==> config.mk <==
export PLATFORM = sky130hd
export DESIGN_NAME = dfx_datapath
export DESIGN_NICKNAME = d
export VERILOG_FILES = /design/src/rtl/dfx_pkg.sv /design/src/rtl/dfx_decode.sv /design/src/rtl/dfx_srcmux.sv /design/src/rtl/dfx_alu.sv /design/src/rtl/dfx_regfile.sv /design/src/rtl/dfx_datapath.sv
export SDC_FILE = /design/constraint.sdc
export NUM_CORES = 1
export LEC_CHECK = 0
export ABC_AREA = 0
export ABC_CLOCK_PERIOD_IN_PS = 5000
export BUFFER_PORTS_ARGS = -buffer_cell sky130_fd_sc_hd__buf_2
export CORE_AREA = 2 2 143 145
export DETAILED_ROUTE_END_ITERATION = 10
export DIE_AREA = 0 0 145 147
export PLACE_DENSITY = 0.61
export SLEW_MARGIN = 40
export SYNTH_ARGS = -nofsm -noshare
export SYNTH_HDL_FRONTEND = slang
export SYNTH_SLANG_ARGS = --single-unit
export TNS_END_PERCENT = 50
==> constraint.sdc <==
create_clock -name clk -period 5 [get_ports clk]
set_input_delay 0.75 -clock clk [delete_from_list [all_inputs] [get_ports clk]]
set_output_delay 0.75 -clock clk [all_outputs]
set_load 0.02 [all_outputs]
==> src/rtl/dfx_pkg.sv <==
package dfx_pkg;

  typedef enum logic [1:0] {
    OP_LOAD = 2'd0,
    OP_ADD  = 2'd1,
    OP_SUB  = 2'd2,
    OP_NONE = 2'd3
  } dst_op_e;

  typedef enum logic [1:0] {
    SRC_REG   = 2'd0,
    SRC_EXT   = 2'd1,
    SRC_CONST = 2'd2,
    SRC_ZERO  = 2'd3
  } src_kind_e;

  localparam int FLD_W = 6;
  localparam int IDX_W = 5;

  // Operation group sits in the upper four bits of the destination field.
  function automatic dst_op_e decode_dst_op(input logic [FLD_W-1:0] f);
    case (f[5:2])
      4'b0000: return OP_LOAD;
      4'b0001: return OP_ADD;
      4'b0010: return OP_SUB;
      default: return OP_NONE;
    endcase
  endfunction

  function automatic src_kind_e decode_src_kind(input logic [FLD_W-1:0] f);
    if (f[5])                  return SRC_CONST;
    else if (f[4:2] == 3'b000) return SRC_REG;
    else if (f[4:2] == 3'b001) return SRC_EXT;
    else                       return SRC_ZERO;
  endfunction

  function automatic logic [IDX_W-1:0] decode_src_idx(input logic [FLD_W-1:0] f);
    if (f[5]) return f[4:0];
    else      return {3'b000, f[1:0]};
  endfunction

endpackage

==> src/rtl/dfx_decode.sv <==
module dfx_decode
  import dfx_pkg::*;
#(
  parameter int N_REG = 4
) (
  input  logic [FLD_W-1:0] dst_f,
  input  logic [FLD_W-1:0] src_f,
  output dst_op_e          op,
  output logic [1:0]       dst_sel,
  output logic [N_REG-1:0] we,
  output logic             sub_sel,
  output logic             load_sel,
  output src_kind_e        skind,
  output logic [IDX_W-1:0] sidx
);

  assign op       = decode_dst_op(dst_f);
  assign dst_sel  = dst_f[1:0];
  assign sub_sel  = (op == OP_SUB);
  assign load_sel = (op == OP_LOAD);
  assign skind    = decode_src_kind(src_f);
  assign sidx     = decode_src_idx(src_f);

  // One-hot clock enables from the two-bit register code.
  for (genvar i = 0; i < N_REG; i++) begin : g_we
    assign we[i] = (op != OP_NONE) && (dst_sel == 2'(i));
  end

endmodule

==> src/rtl/dfx_srcmux.sv <==
module dfx_srcmux
  import dfx_pkg::*;
#(
  parameter int ACC_W   = 24,
  parameter int REG_W   = 8,
  parameter int N_CONST = 32,
  parameter int N_EXT   = 4
) (
  input  src_kind_e              skind,
  input  logic [IDX_W-1:0]       sidx,
  input  logic [ACC_W-1:0]       a_val,
  input  logic [3*REG_W-1:0]     bcd_val,
  input  logic [N_EXT*REG_W-1:0] ext_src,
  input  logic [N_CONST*REG_W-1:0] const_tbl,
  output logic [ACC_W-1:0]       value
);

  localparam int N_REG = 4;

  logic [ACC_W-1:0] reg_arr [N_REG];
  logic [ACC_W-1:0] ext_arr [N_EXT];
  logic [ACC_W-1:0] cst_arr [N_CONST];

  assign reg_arr[0] = a_val;
  for (genvar i = 1; i < N_REG; i++) begin : g_reg
    assign reg_arr[i] = ACC_W'(bcd_val[(i-1)*REG_W +: REG_W]);
  end
  for (genvar i = 0; i < N_EXT; i++) begin : g_ext
    assign ext_arr[i] = ACC_W'(ext_src[i*REG_W +: REG_W]);
  end
  for (genvar i = 0; i < N_CONST; i++) begin : g_cst
    assign cst_arr[i] = ACC_W'(const_tbl[i*REG_W +: REG_W]);
  end

  logic [ACC_W-1:0] reg_pick, ext_pick, cst_pick;

  always_comb begin
    reg_pick = '0;
    for (int i = 0; i < N_REG; i++)
      if (sidx == IDX_W'(i)) reg_pick = reg_arr[i];
  end

  always_comb begin
    ext_pick = '0;
    for (int i = 0; i < N_EXT; i++)
      if (sidx == IDX_W'(i)) ext_pick = ext_arr[i];
  end

  always_comb begin
    cst_pick = '0;
    for (int i = 0; i < N_CONST; i++)
      if (sidx == IDX_W'(i)) cst_pick = cst_arr[i];
  end

  always_comb begin
    case (skind)
      SRC_REG:   value = reg_pick;
      SRC_EXT:   value = ext_pick;
      SRC_CONST: value = cst_pick;
      default:   value = '0;
    endcase
  end

endmodule

==> src/rtl/dfx_alu.sv <==
module dfx_alu #(
  parameter int ACC_W = 24
) (
  input  logic [ACC_W-1:0] cur,
  input  logic [ACC_W-1:0] opnd,
  input  logic             sub_sel,
  input  logic             load_sel,
  output logic [ACC_W-1:0] result
);

  function automatic logic [ACC_W-1:0] addsub(
    input logic [ACC_W-1:0] x,
    input logic [ACC_W-1:0] y,
    input logic             sub
  );
    return sub ? (x - y) : (x + y);
  endfunction

  assign result = load_sel ? opnd : addsub(cur, opnd, sub_sel);

endmodule

==> src/rtl/dfx_regfile.sv <==
module dfx_regfile #(
  parameter int ACC_W = 24,
  parameter int REG_W = 8
) (
  input  logic               clk,
  input  logic               rst_n,
  input  logic [3:0]         we,
  input  logic [ACC_W-1:0]   wdata,
  output logic [ACC_W-1:0]   a_val,
  output logic [3*REG_W-1:0] bcd_val
);

  always_ff @(posedge clk or negedge rst_n) begin
    if (!rst_n)     a_val <= '0;
    else if (we[0]) a_val <= wdata;
  end

  for (genvar i = 1; i < 4; i++) begin : g_narrow
    logic [REG_W-1:0] q;
    always_ff @(posedge clk or negedge rst_n) begin
      if (!rst_n)     q <= '0;
      else if (we[i]) q <= wdata[REG_W-1:0];
    end
    assign bcd_val[(i-1)*REG_W +: REG_W] = q;
  end

endmodule

==> src/rtl/dfx_datapath.sv <==
module dfx_datapath
  import dfx_pkg::*;
#(
  parameter int ACC_W   = 24,
  parameter int REG_W   = 8,
  parameter int N_CONST = 32,
  parameter int N_EXT   = 4
) (
  input  logic                     clk,
  input  logic                     rst_n,
  input  logic [2*FLD_W-1:0]       instr,
  input  logic [N_EXT*REG_W-1:0]   ext_src,
  input  logic [N_CONST*REG_W-1:0] const_tbl,
  output logic [ACC_W-1:0]         a_q,
  output logic [REG_W-1:0]         b_q,
  output logic [REG_W-1:0]         c_q,
  output logic [REG_W-1:0]         d_q,
  output logic [ACC_W-1:0]         src_bus
);

  localparam int N_REG = 4;

  logic [FLD_W-1:0] dst_f, src_f;
  assign dst_f = instr[2*FLD_W-1:FLD_W];
  assign src_f = instr[FLD_W-1:0];

  dst_op_e          op;
  logic [1:0]       dst_sel;
  logic [N_REG-1:0] we_onehot;
  logic             sub_sel, load_sel;
  src_kind_e        skind;
  logic [IDX_W-1:0] sidx;

  dfx_decode #(.N_REG(N_REG)) u_dec (
    .dst_f    (dst_f),
    .src_f    (src_f),
    .op       (op),
    .dst_sel  (dst_sel),
    .we       (we_onehot),
    .sub_sel  (sub_sel),
    .load_sel (load_sel),
    .skind    (skind),
    .sidx     (sidx)
  );

  logic [ACC_W-1:0]   a_val;
  logic [3*REG_W-1:0] bcd_val;
  logic [ACC_W-1:0]   src_val;

  dfx_srcmux #(
    .ACC_W(ACC_W), .REG_W(REG_W), .N_CONST(N_CONST), .N_EXT(N_EXT)
  ) u_mux (
    .skind     (skind),
    .sidx      (sidx),
    .a_val     (a_val),
    .bcd_val   (bcd_val),
    .ext_src   (ext_src),
    .const_tbl (const_tbl),
    .value     (src_val)
  );

  // Current value of the addressed destination, zero-extended.
  logic [ACC_W-1:0] dst_cur;
  always_comb begin
    case (dst_sel)
      2'd0:    dst_cur = a_val;
      2'd1:    dst_cur = ACC_W'(bcd_val[0*REG_W +: REG_W]);
      2'd2:    dst_cur = ACC_W'(bcd_val[1*REG_W +: REG_W]);
      default: dst_cur = ACC_W'(bcd_val[2*REG_W +: REG_W]);
    endcase
  end

  logic [ACC_W-1:0] wb_val;

  dfx_alu #(.ACC_W(ACC_W)) u_alu (
    .cur      (dst_cur),
    .opnd     (src_val),
    .sub_sel  (sub_sel),
    .load_sel (load_sel),
    .result   (wb_val)
  );

  dfx_regfile #(.ACC_W(ACC_W), .REG_W(REG_W)) u_rf (
    .clk     (clk),
    .rst_n   (rst_n),
    .we      (we_onehot),
    .wdata   (wb_val),
    .a_val   (a_val),
    .bcd_val (bcd_val)
  );

  assign a_q     = a_val;
  assign b_q     = bcd_val[0*REG_W +: REG_W];
  assign c_q     = bcd_val[1*REG_W +: REG_W];
  assign d_q     = bcd_val[2*REG_W +: REG_W];
  assign src_bus = src_val;

endmodule

==> flow_summary.json, run 1 <==
{
  "cp_max_fo": 8,
  "grt_pass1_wl_mm": 60.8,
  "slew_violations": 0,
  "worstSetupEndpoint": "u_rf.a_val[22]",
  "wl_mm": 42.8,
  "internal_power_uw": 1690,
  "synth_nets": 1145,
  "numPortBuffers": 373,
  "cpMaxStageDelayCell": "o41ai_4",
  "synth_commonest_cells": "nand2_1, nor2_1, dfrtp_1",
  "hold_path.class": "in -> async",
  "dr.pass1.iters": 5,
  "placed_area_mm2": 0.0103,
  "max_stage_delay_ns": 0.33,
  "yosysWarnings": 0,
  "dpl.cell_count": 1608,
  "fin_skew_ns": 0.00551,
  "path_clk_slew_ns": 0.07,
  "fmax_ghz": 0.185,
  "end_kind": "flip-flop",
  "violations": "negative setup slack",
  "ff2ff_path_depth": 22,
  "die_w_um": 145,
  "synth_area_per_cell_um2": 8.19,
  "startpoint_type": "primary input",
  "path_delay_family": "compound AO/OA/AOI/OAI gates",
  "dp_hpwl_mm": 35.3,
  "wl_per_cell_um": 25.8,
  "nNetsFinal": 1708,
  "holdBufCountCts": 0,
  "reg2reg_slack_ns": 0.34,
  "synth-async-reset-ratio": 1.00,
  "powerDensity_mw_per_mm2": 275,
  "finalHoldViolations": 0,
  "path_common_cell": "buf_4",
  "setup_ws_ns": -0.419,
  "rr_startpoint": "u_rf.g_narrow[2].q[6]",
  "clkLatencyLatePin_ns": 0.30,
  "netlist.area_leader.share": 0.179,
  "swShare": 0.458,
  "critical_path_arrival_ns": 5.62,
  "synth_area_leaders": "dfrtp_1, mux4_2, a22oi_1, ha_1, nand2_1",
  "ys_types": 81,
  "antenna_found_initial": 7,
  "ir_drop_mv": 0.337,
  "crit_required_ns": 5.20,
  "comb_power_share": 0.639,
  "critical_path_class": "in -> reg",
  "grt_util_all_layers": 0.380,
  "slew_headroom": 0.505,
  "die_height_um": 147,
  "final_antenna_net_count": 0,
  "num_vias": 9768,
  "path_buf_inv": 7,
  "clockBufferDepth": 2,
  "grt_pass1_vias": 9440,
  "postLayoutCoreUtil": 0.573,
  "layout_min_cycle_time_ns": 5.42,
  "pwr-share-seq": 0.232,
  "fin_area_mm2": 0.0114,
  "yosysMostFrequentCell": "nand2_1",
  "cts_tree": "done",
  "coreArea_mm2": 0.0198,
  "io_pins": 374,
  "post-route-drc-count": 0,
  "worstReg2RegEnd": "u_rf.a_val[22]",
  "synth_edf_count": 0,
  "synth_cells": 818,
  "power_switching_uw": 1430,
  "drt_iter0_drc": 855,
  "maxCapViolations": 0,
  "leakagePower_uw": 0.00574,
  "worstMarginPinSlew_ns": 0.738,
  "initial_utilization": 0.337,
  "overflow": 0,
  "cts_root_buffer": "clkbuf_16",
  "power_uw": 3130,
  "cts_buffers": 5,
  "yosys_register_bits": 48,
  "die-area_mm2": 0.0213,
  "yosysSeqAreaShare": 0.179,
  "place_congestion": 1.03,
  "grt_max_degree": 49,
  "grt_setup_unrepaired": "yes",
  "rows": 52,
  "yosys.area.top_type": "dfrtp_1",
  "status": "complete, but fails checks",
  "cts.sinks": 48,
  "drive_gt1_frac": 0.560,
  "clkPwrFrac": 0.129,
  "htree_levels": 2,
  "crit_cells": 28,
  "syn_to_final_growth_pct": 69.9,
  "synthesis.area_mm2": 0.00670,
  "final_cells": 1660,
  "setup_violations": 8,
  "viasPerCell": 5.88,
  "fin_crit_sh": 1.08,
  "crit_start": "instr[5]",
  "synth_top_flop_cell": "dfrtp_1"
}
layout by cell type (no fill, tap or decap), types with 5 or more instances in the layout:
| master | count |
|---|---|
| diode_2 | 8 |
| mux2_2 | 22 |
| buf_4 | 218 |
| a32o_1 | 7 |
| and3_1 | 34 |
| o21a_1 | 5 |
| and3_4 | 10 |
| mux2i_1 | 22 |
| buf_2 | 367 |
| xor2_1 | 10 |
| nor2_2 | 12 |
| a21oi_1 | 30 |
| a22oi_1 | 44 |
| clkbuf_16 | 6 |
| nor2_1 | 58 |
| a22o_1 | 15 |
| nand4_1 | 11 |
| a221oi_1 | 10 |
| and2_1 | 17 |
| mux4_2 | 22 |
| ha_1 | 21 |
| nand2_1 | 71 |
| buf_12 | 9 |
| o22ai_1 | 6 |
| dfrtp_1 | 48 |
| buf_6 | 13 |
| nor3_1 | 9 |
| a32oi_1 | 15 |
| o21ai_0 | 45 |
| nand3_1 | 20 |
| inv_1 | 20 |
| xnor2_1 | 22 |
what timing repair did:
action	in CTS	in global routing
pin swaps	39	57
setup endpoints to repair	22	17
cloned	1	3
resized for setup	60	80
buffers inserted	11	24
power groups by stage:
stage | Combinational [µW] | Clock (µW) | Sequential (µW)
after floorplan | 829 | 0 | 838
after global placement | 1830 | 0 | 719
after detailed placement | 1820 | 0 | 725
after CTS | 1900 | 406 | 719
after global routing | 2120 | 421 | 738
final | 2000 | 402 | 727
final cells by class:
type / count / area, µm²
Multi-Input combinational cell: 696 / 5720
Antenna cell: 8 / 20.0
Sequential cell: 48 / 1200
Clock buffer: 5 / 125
Clock inverter: 3 / 42.5
Fill cell: 1897 / 8470
Inverter: 21 / 78.8
Tap cell: 270 / 338
Timing Repair Buffer: 609 / 3850
cell families (layout without fill, tap and decap cells):
| family | Yosys count | after routing | synth area share |
|---|---|---|---|
| XOR/XNOR | 33 | 33 | 0.0432 |
| AND/OR/NAND/NOR | 311 | 313 | 0.246 |
| flip-flops | 48 | 48 | 0.179 |
| multiplexers | 68 | 68 | 0.148 |
| buffers and inverters | 76 | 638 | 0.0551 |
| adder cells (fa/ha/maj) | 25 | 25 | 0.0478 |
| AO/OA/AOI/OAI | 257 | 257 | 0.281 |
| other | 0 | 8 | 0 |
sequential cells by signal (all words and copies together) (netlist names):
signal           flops
u_rf.a_val          24
u_rf.g_narrow.q     24
through the flow:
step | hold slack, ns | setup TNS (ns) | setup slack [ns]
finish | 0.543 | -2.07 | -0.419
global route | 0.584 | -3.87 | -0.619
CTS | 0.560 | -2.39 | -0.472
detailed placement | 0.543 | -14.95 | -1.14
global placement | 0.535 | -13.50 | -1.07
floorplan | 0.454 | -1.14 | -0.398
how the worst min path moves through the flow:
stage | start | end | slack (ns) | cells past startpoint
finish | rst_n | u_rf.a_val[22] | 0.54 | 2
global route | u_rf.g_narrow[2].q[4] | u_rf.g_narrow[2].q[4] | 0.58 | 1
CTS | u_rf.g_narrow[3].q[6] | u_rf.g_narrow[3].q[6] | 0.56 | 2
detailed placement | u_rf.g_narrow[3].q[6] | u_rf.g_narrow[3].q[6] | 0.54 | 2
global placement | u_rf.a_val[4] | u_rf.a_val[4] | 0.53 | 1
floorplan | rst_n | u_rf.a_val[0] | 0.45 | 0
layer usage:
layer,vias up,track usage,routed length [µm]
li1,4332,-,-
met4,4,0.159,1780
met3,110,0.109,4350
met5,-,0,31
met1,4703,0.478,17100
met2,619,0.612,19500
Power figures use the tool's default switching activity.
==> run 2, diff against run 1 <==
--- a/config.mk
+++ b/config.mk
@@ -6,7 +6,7 @@
 export NUM_CORES = 1
 export LEC_CHECK = 0
 export ABC_AREA = 0
-export ABC_CLOCK_PERIOD_IN_PS = 5000
+export ABC_CLOCK_PERIOD_IN_PS = 5100
 export BUFFER_PORTS_ARGS = -buffer_cell sky130_fd_sc_hd__buf_2
 export CORE_AREA = 2 2 143 145
 export DETAILED_ROUTE_END_ITERATION = 10
==> constraint.sdc (replaced) <==
create_clock -name clk -period 5.1 [get_ports clk]
set_input_delay 0.765 -clock clk [delete_from_list [all_inputs] [get_ports clk]]
set_output_delay 0.765 -clock clk [all_outputs]
set_load 0.02 [all_outputs]
==> run 2 against run 1 <==
Via count decreased by 2.3%. Largest power group unchanged. The flow still finishes with violations (negative setup slack). Clock skew grew 0.0035 ns. Highest routed layer unchanged. Sequential cell count is the same. Total power down 4.9%. First-iteration DRC count up 2.8%. Sequential power shrank 3.2%. Hold slack worse by 0.0022 ns. Setup slack worse by 0.036 ns. Die area unchanged.
==> flow_summary.json, run 2 (synthesis results as in run 1) <==
{
  "power_uw": 2970,
  "crit_required_ns": 5.29,
  "place_congestion": 1.06,
  "wl_per_cell_um": 25.5,
  "slew_headroom": 0.468,
  "dr.pass1.iters": 5,
  "grt_pass1_wl_mm": 60.9,
  "numPortBuffers": 373,
  "coreArea_mm2": 0.0198,
  "num_vias": 9539,
  "startpoint_type": "primary input",
  "setup_violations": 8,
  "path_clk_slew_ns": 0.07,
  "cts.sinks": 48,
  "end_kind": "flip-flop",
  "hold_path.class": "reg -> reg",
  "grt_setup_unrepaired": "yes",
  "wl_mm": 41.7,
  "pwr-share-seq": 0.237,
  "maxCapViolations": 0,
  "internal_power_uw": 1600,
  "grt_util_all_layers": 0.379,
  "rr_startpoint": "u_rf.g_narrow[2].q[6]",
  "grt_max_degree": 49,
  "nNetsFinal": 1683,
  "drt_iter0_drc": 879,
  "finalHoldViolations": 0,
  "fin_crit_sh": 1.09,
  "clkPwrFrac": 0.120,
  "cts_tree": "done",
  "cts_buffers": 5,
  "clkLatencyLatePin_ns": 0.30,
  "setup_ws_ns": -0.455,
  "dp_hpwl_mm": 34.8,
  "post-route-drc-count": 0,
  "overflow": 0,
  "critical_path_class": "in -> reg",
  "clockBufferDepth": 2,
  "die_height_um": 147,
  "die_w_um": 145,
  "layout_common_cells": "buf_2, buf_4, nand2_1, nor2_1, dfrtp_1",
  "crit_start": "instr[2]",
  "cp_max_fo": 10,
  "worstMarginPinSlew_ns": 0.794,
  "ir_drop_mv": 0.291,
  "syn_to_final_growth_pct": 64.2,
  "viasPerCell": 5.83,
  "die-area_mm2": 0.0213,
  "initial_utilization": 0.337,
  "critical_path_arrival_ns": 5.75,
  "swShare": 0.463,
  "hp-start": "u_rf.g_narrow[2].q[6]",
  "status": "complete, but fails checks",
  "slew_violations": 0,
  "power_switching_uw": 1380,
  "antenna_found_initial": 11,
  "rows": 52,
  "layout_min_cycle_time_ns": 5.55,
  "pre_cts_ws_ns": -0.970,
  "drive_gt1_frac": 0.538,
  "powerDensity_mw_per_mm2": 271,
  "cts_root_buffer": "clkbuf_16",
  "violations": "negative setup slack",
  "final_cells": 1636,
  "fmax_ghz": 0.180,
  "reg.largest.list": "u_rf.a_val (24), u_rf.g_narrow.q (24)",
  "comb_power_share": 0.644,
  "fin_skew_ns": 0.00899,
  "dpl.cell_count": 1598,
  "final_antenna_net_count": 0,
  "grt_pass1_vias": 9526,
  "htree_levels": 2,
  "io_pins": 374,
  "leakagePower_uw": 0.00560,
  "layout_commonest_cell": "buf_2"
}
-- run 2: area by class of cell --
| cell class | count | area (µm²) |
|---|---|---|
| Multi-Input combinational cell | 694 | 5620 |
| Sequential cell | 48 | 1200 |
| Timing Repair Buffer | 586 | 3580 |
| Clock inverter | 2 | 15.0 |
| Inverter | 21 | 78.8 |
| Tap cell | 270 | 338 |
| Fill cell | 1929 | 8850 |
| Antenna cell | 9 | 22.5 |
| Clock buffer | 6 | 139 |
-- run 2: routing by layer --
layer,up-vias,wire length (µm),GRT usage
met1,4584,16700,0.476
met3,126,4420,0.119
met4,6,1920,0.165
met5,-,33,0
met2,544,18700,0.602
li1,4279,-,-
-- run 2: power by group through the flow --
stage	clock network [µW]	registers (µW)	logic (µW)
2_1_floorplan	0	821	813
3_3_place_gp	0	700	1790
3_5_place_dp	0	705	1780
4_1_cts	358	697	1850
5_1_grt	371	717	2050
6_report	356	704	1920
-- run 2: timing repair --
item,CTS,global route
endpoints found under the setup margin,12,18
gates cloned,1,0
resized for setup,52,48
buffers inserted,13,8
hold buffers,0,0
pin swaps,39,30
-- run 2: metrics by stage --
step / TNS (ns) / instance area, µm² / hold slack (ns) / utilization
floorplan: -0.631 / 6780 / 0.469 / -
global placement: -9.45 / 10200 / 0.513 / 0.513
detailed placement: -9.03 / 10200 / 0.521 / 0.513
CTS: -1.94 / 10700 / 0.537 / 0.539
global route: -4.56 / 11000 / 0.582 / 0.554
finish: -2.11 / 11000 / 0.541 / 0.554
-- run 2: critical path, stage by stage --
cell and delay, ns:
clkbuf_4 0.19, nand4b_1 0.31, nor2_1 0.38, buf_4 0.25, a22oi_1 0.10, nand4_1 0.20
nor4_4 0.09, buf_4 0.15, o22a_4 0.21, ha_4 0.16, and2_4 0.14, inv_1 0.06
o21ai_2 0.06, xor2_1 0.18, ha_1 0.33, buf_4 0.13, o2111ai_2 0.11, a31oi_2 0.23
a211oi_2 0.11, o211a_1 0.22, or3_4 0.41, a31oi_4 0.17, a41o_1 0.27, o41ai_4 0.09
a21o_1 0.17, a32o_1 0.24
-- run 2: path summary, 6_finish.rpt --
| path | endpoint | slack, ns | cells after the start |
|---|---|---|---|
| hold / removal | u_rf.g_narrow[2].q[6] | 0.54 | 2 |
| setup / recovery | u_rf.a_val[23] | -0.45 | 26 |
| setup reg to reg | u_rf.a_val[23] | 0.31 | 19 |
| max in group asynchronous | u_rf.g_narrow[3].q[5] | 4.06 | 2 |
| hold reg to reg | u_rf.g_narrow[2].q[6] | 0.54 | 2 |
| min in group asynchronous | u_rf.a_val[23] | 0.55 | 2 |
==> run 3, diff against run 2 <==
--- a/config.mk
+++ b/config.mk
@@ -6,7 +6,7 @@
 export NUM_CORES = 1
 export LEC_CHECK = 0
 export ABC_AREA = 0
-export ABC_CLOCK_PERIOD_IN_PS = 5100
+export ABC_CLOCK_PERIOD_IN_PS = 5200
 export BUFFER_PORTS_ARGS = -buffer_cell sky130_fd_sc_hd__buf_2
 export CORE_AREA = 2 2 143 145
 export DETAILED_ROUTE_END_ITERATION = 10
==> constraint.sdc (replaced) <==
create_clock -name clk -period 5.2 [get_ports clk]
set_input_delay 0.78 -clock clk [delete_from_list [all_inputs] [get_ports clk]]
set_output_delay 0.78 -clock clk [all_outputs]
set_load 0.02 [all_outputs]
==> run 3 against run 2 <==
Total power rose by 0.87%. Critical path depth grew 1. The flow still finishes with violations (negative setup slack). First-iteration DRC count up 0.23%. Sequential share of layout area is 0.32 points lower. Global-route usage grew 0.51 points. Via count rose by 2.1%. Hold slack improved by 0.013 ns. Utilization increased by 1.6 points.
==> flow_summary.json, run 3 (synthesis results as in run 1) <==
{
  "slew_headroom": 0.523,
  "cts_root_buffer": "clkbuf_16",
  "grt_pass1_vias": 9581,
  "num_vias": 9740,
  "clkPwrFrac": 0.134,
  "coreArea_mm2": 0.0198,
  "swShare": 0.456,
  "reg2reg_slack_ns": 0.41,
  "path_clk_slew_ns": 0.07,
  "path_common_cell": "buf_4",
  "violations": "negative setup slack",
  "htree_levels": 2,
  "rows": 52,
  "crit_start": "instr[0]",
  "cts_tree": "done",
  "clkLatencyLatePin_ns": 0.31,
  "fin_crit_sh": 1.06,
  "comb_power_share": 0.635,
  "grt_pass1_wl_mm": 61.6,
  "wl_mm": 42.4,
  "slew_violations": 0,
  "grt_max_degree": 49,
  "dp_hpwl_mm": 34.9,
  "crit_required_ns": 5.39,
  "viasPerCell": 5.91,
  "timing.hold.ws_ns": 0.553,
  "grt_util_all_layers": 0.384,
  "initial_utilization": 0.337,
  "overflow": 0,
  "fmax_ghz": 0.181,
  "setup_ws_ns": -0.334,
  "ff2ff_path_depth": 19,
  "worstSetupEndpoint": "u_rf.a_val[22]",
  "cts_buffers": 5,
  "layout_common_cells": "buf_2, buf_4, nand2_1, nor2_1, dfrtp_1",
  "reg.largest.list": "u_rf.a_val (24), u_rf.g_narrow.q (24)",
  "layout_min_cycle_time_ns": 5.53,
  "power_switching_uw": 1370,
  "max_stage_delay_ns": 0.42,
  "nNetsFinal": 1696,
  "status": "complete, but fails checks",
  "antenna_found_initial": 10,
  "die_w_um": 145,
  "rr_startpoint": "u_rf.g_narrow[3].q[6]",
  "place_congestion": 1.05,
  "hold_path.class": "reg -> reg",
  "drive_gt1_frac": 0.555,
  "cpMaxStageDelayCell": "a2111oi_4",
  "critical_path_arrival_ns": 5.73,
  "maxCapViolations": 0,
  "grt_setup_unrepaired": "yes",
  "powerDensity_mw_per_mm2": 265,
  "ir_drop_mv": 0.367,
  "post-route-drc-count": 0,
  "drt_iter0_drc": 881,
  "leakagePower_uw": 0.00575,
  "layout_commonest_cell": "buf_2",
  "cp_max_fo": 6,
  "die_height_um": 147,
  "dr.pass1.iters": 5,
  "critical_path_class": "in -> reg",
  "startpoint_type": "primary input",
  "io_pins": 374,
  "clockBufferDepth": 2,
  "syn_to_final_growth_pct": 69.1,
  "numPortBuffers": 373,
  "fin_skew_ns": 0.00539,
  "die-area_mm2": 0.0213,
  "worstMarginPinSlew_ns": 0.711,
  "end_kind": "flip-flop",
  "worstReg2RegEnd": "u_rf.a_val[23]",
  "finalHoldViolations": 0,
  "wl_per_cell_um": 25.7,
  "cts.sinks": 48,
  "pwr-share-seq": 0.231,
  "internal_power_uw": 1630,
  "setup_violations": 7,
  "final_antenna_net_count": 0,
  "power_uw": 3000
}
==> run 3: how the worst min path moves through the flow <==
stage                               start               endpoint  cells after the start
finish                     u_rf.a_val[13]         u_rf.a_val[13]                      2
floorplan                           rst_n          u_rf.a_val[0]                      0
CTS                        u_rf.a_val[13]         u_rf.a_val[13]                      2
detailed placement         u_rf.a_val[13]         u_rf.a_val[13]                      2
global placement    u_rf.g_narrow[2].q[6]  u_rf.g_narrow[2].q[6]                      2
global route               u_rf.a_val[14]         u_rf.a_val[14]                      1
==> run 3: per-stage QoR <==
step / util / setup slack, ns / cells / area (µm²) / setup TNS (ns)
final: 0.571 / -0.334 / 1648 / 11300 / -1.21
after global routing: 0.570 / -0.517 / 1646 / 11300 / -2.64
after CTS: 0.544 / -0.287 / 1629 / 10800 / -1.20
after detailed placement: 0.514 / -0.870 / 1605 / 10200 / -7.04
after global placement: 0.514 / -0.872 / 1605 / 10200 / -7.09
after floorplan: - / -0.228 / 818 / 6780 / -0.322
==> run 3: per-layer routing <==
layer,up-vias,global-route usage,routed length [µm]
li1,4319,-,-
met1,4678,0.476,16600
met2,607,0.617,18800
met3,130,0.120,4630
met4,6,0.171,2320
met5,-,0,99
==> run 3: cell type report <==
type,count,area (µm²)
fillers,1869,8520
inverters,21,78.8
well taps,270,338
diodes,8,20.0
multi-input cells,694,5770
repair buffers,599,3740
flip-flops and latches,48,1200
clock inverters,2,38.8
clock buffers,6,139
==> run 3: what timing repair did <==
action,in CTS,in global routing
endpoints found under the setup margin,10,12
resized for setup,69,80
buffers inserted,15,13
pin swaps,36,48
endpoints found under the hold margin,0,0
cloned,1,0
hold buffers,0,0
==> run 3: critical path: cells and delay by family <==
family,cells,cell delay (ns)
AOI/OAI and AO/OA,14,2.82
buffers and inverters,6,0.89
and+or+nand+nor,4,0.66
adders and majority gates,1,0.31
xor gates and xnor gates,2,0.28
==> run 3: power by group through the flow <==
stage | logic, µW | clock network (µW) | registers [µW]
global route | 2030 | 420 | 710
finish | 1900 | 402 | 694
global placement | 1730 | 0 | 688
detailed placement | 1720 | 0 | 692
floorplan | 797 | 0 | 806
CTS | 1790 | 406 | 689
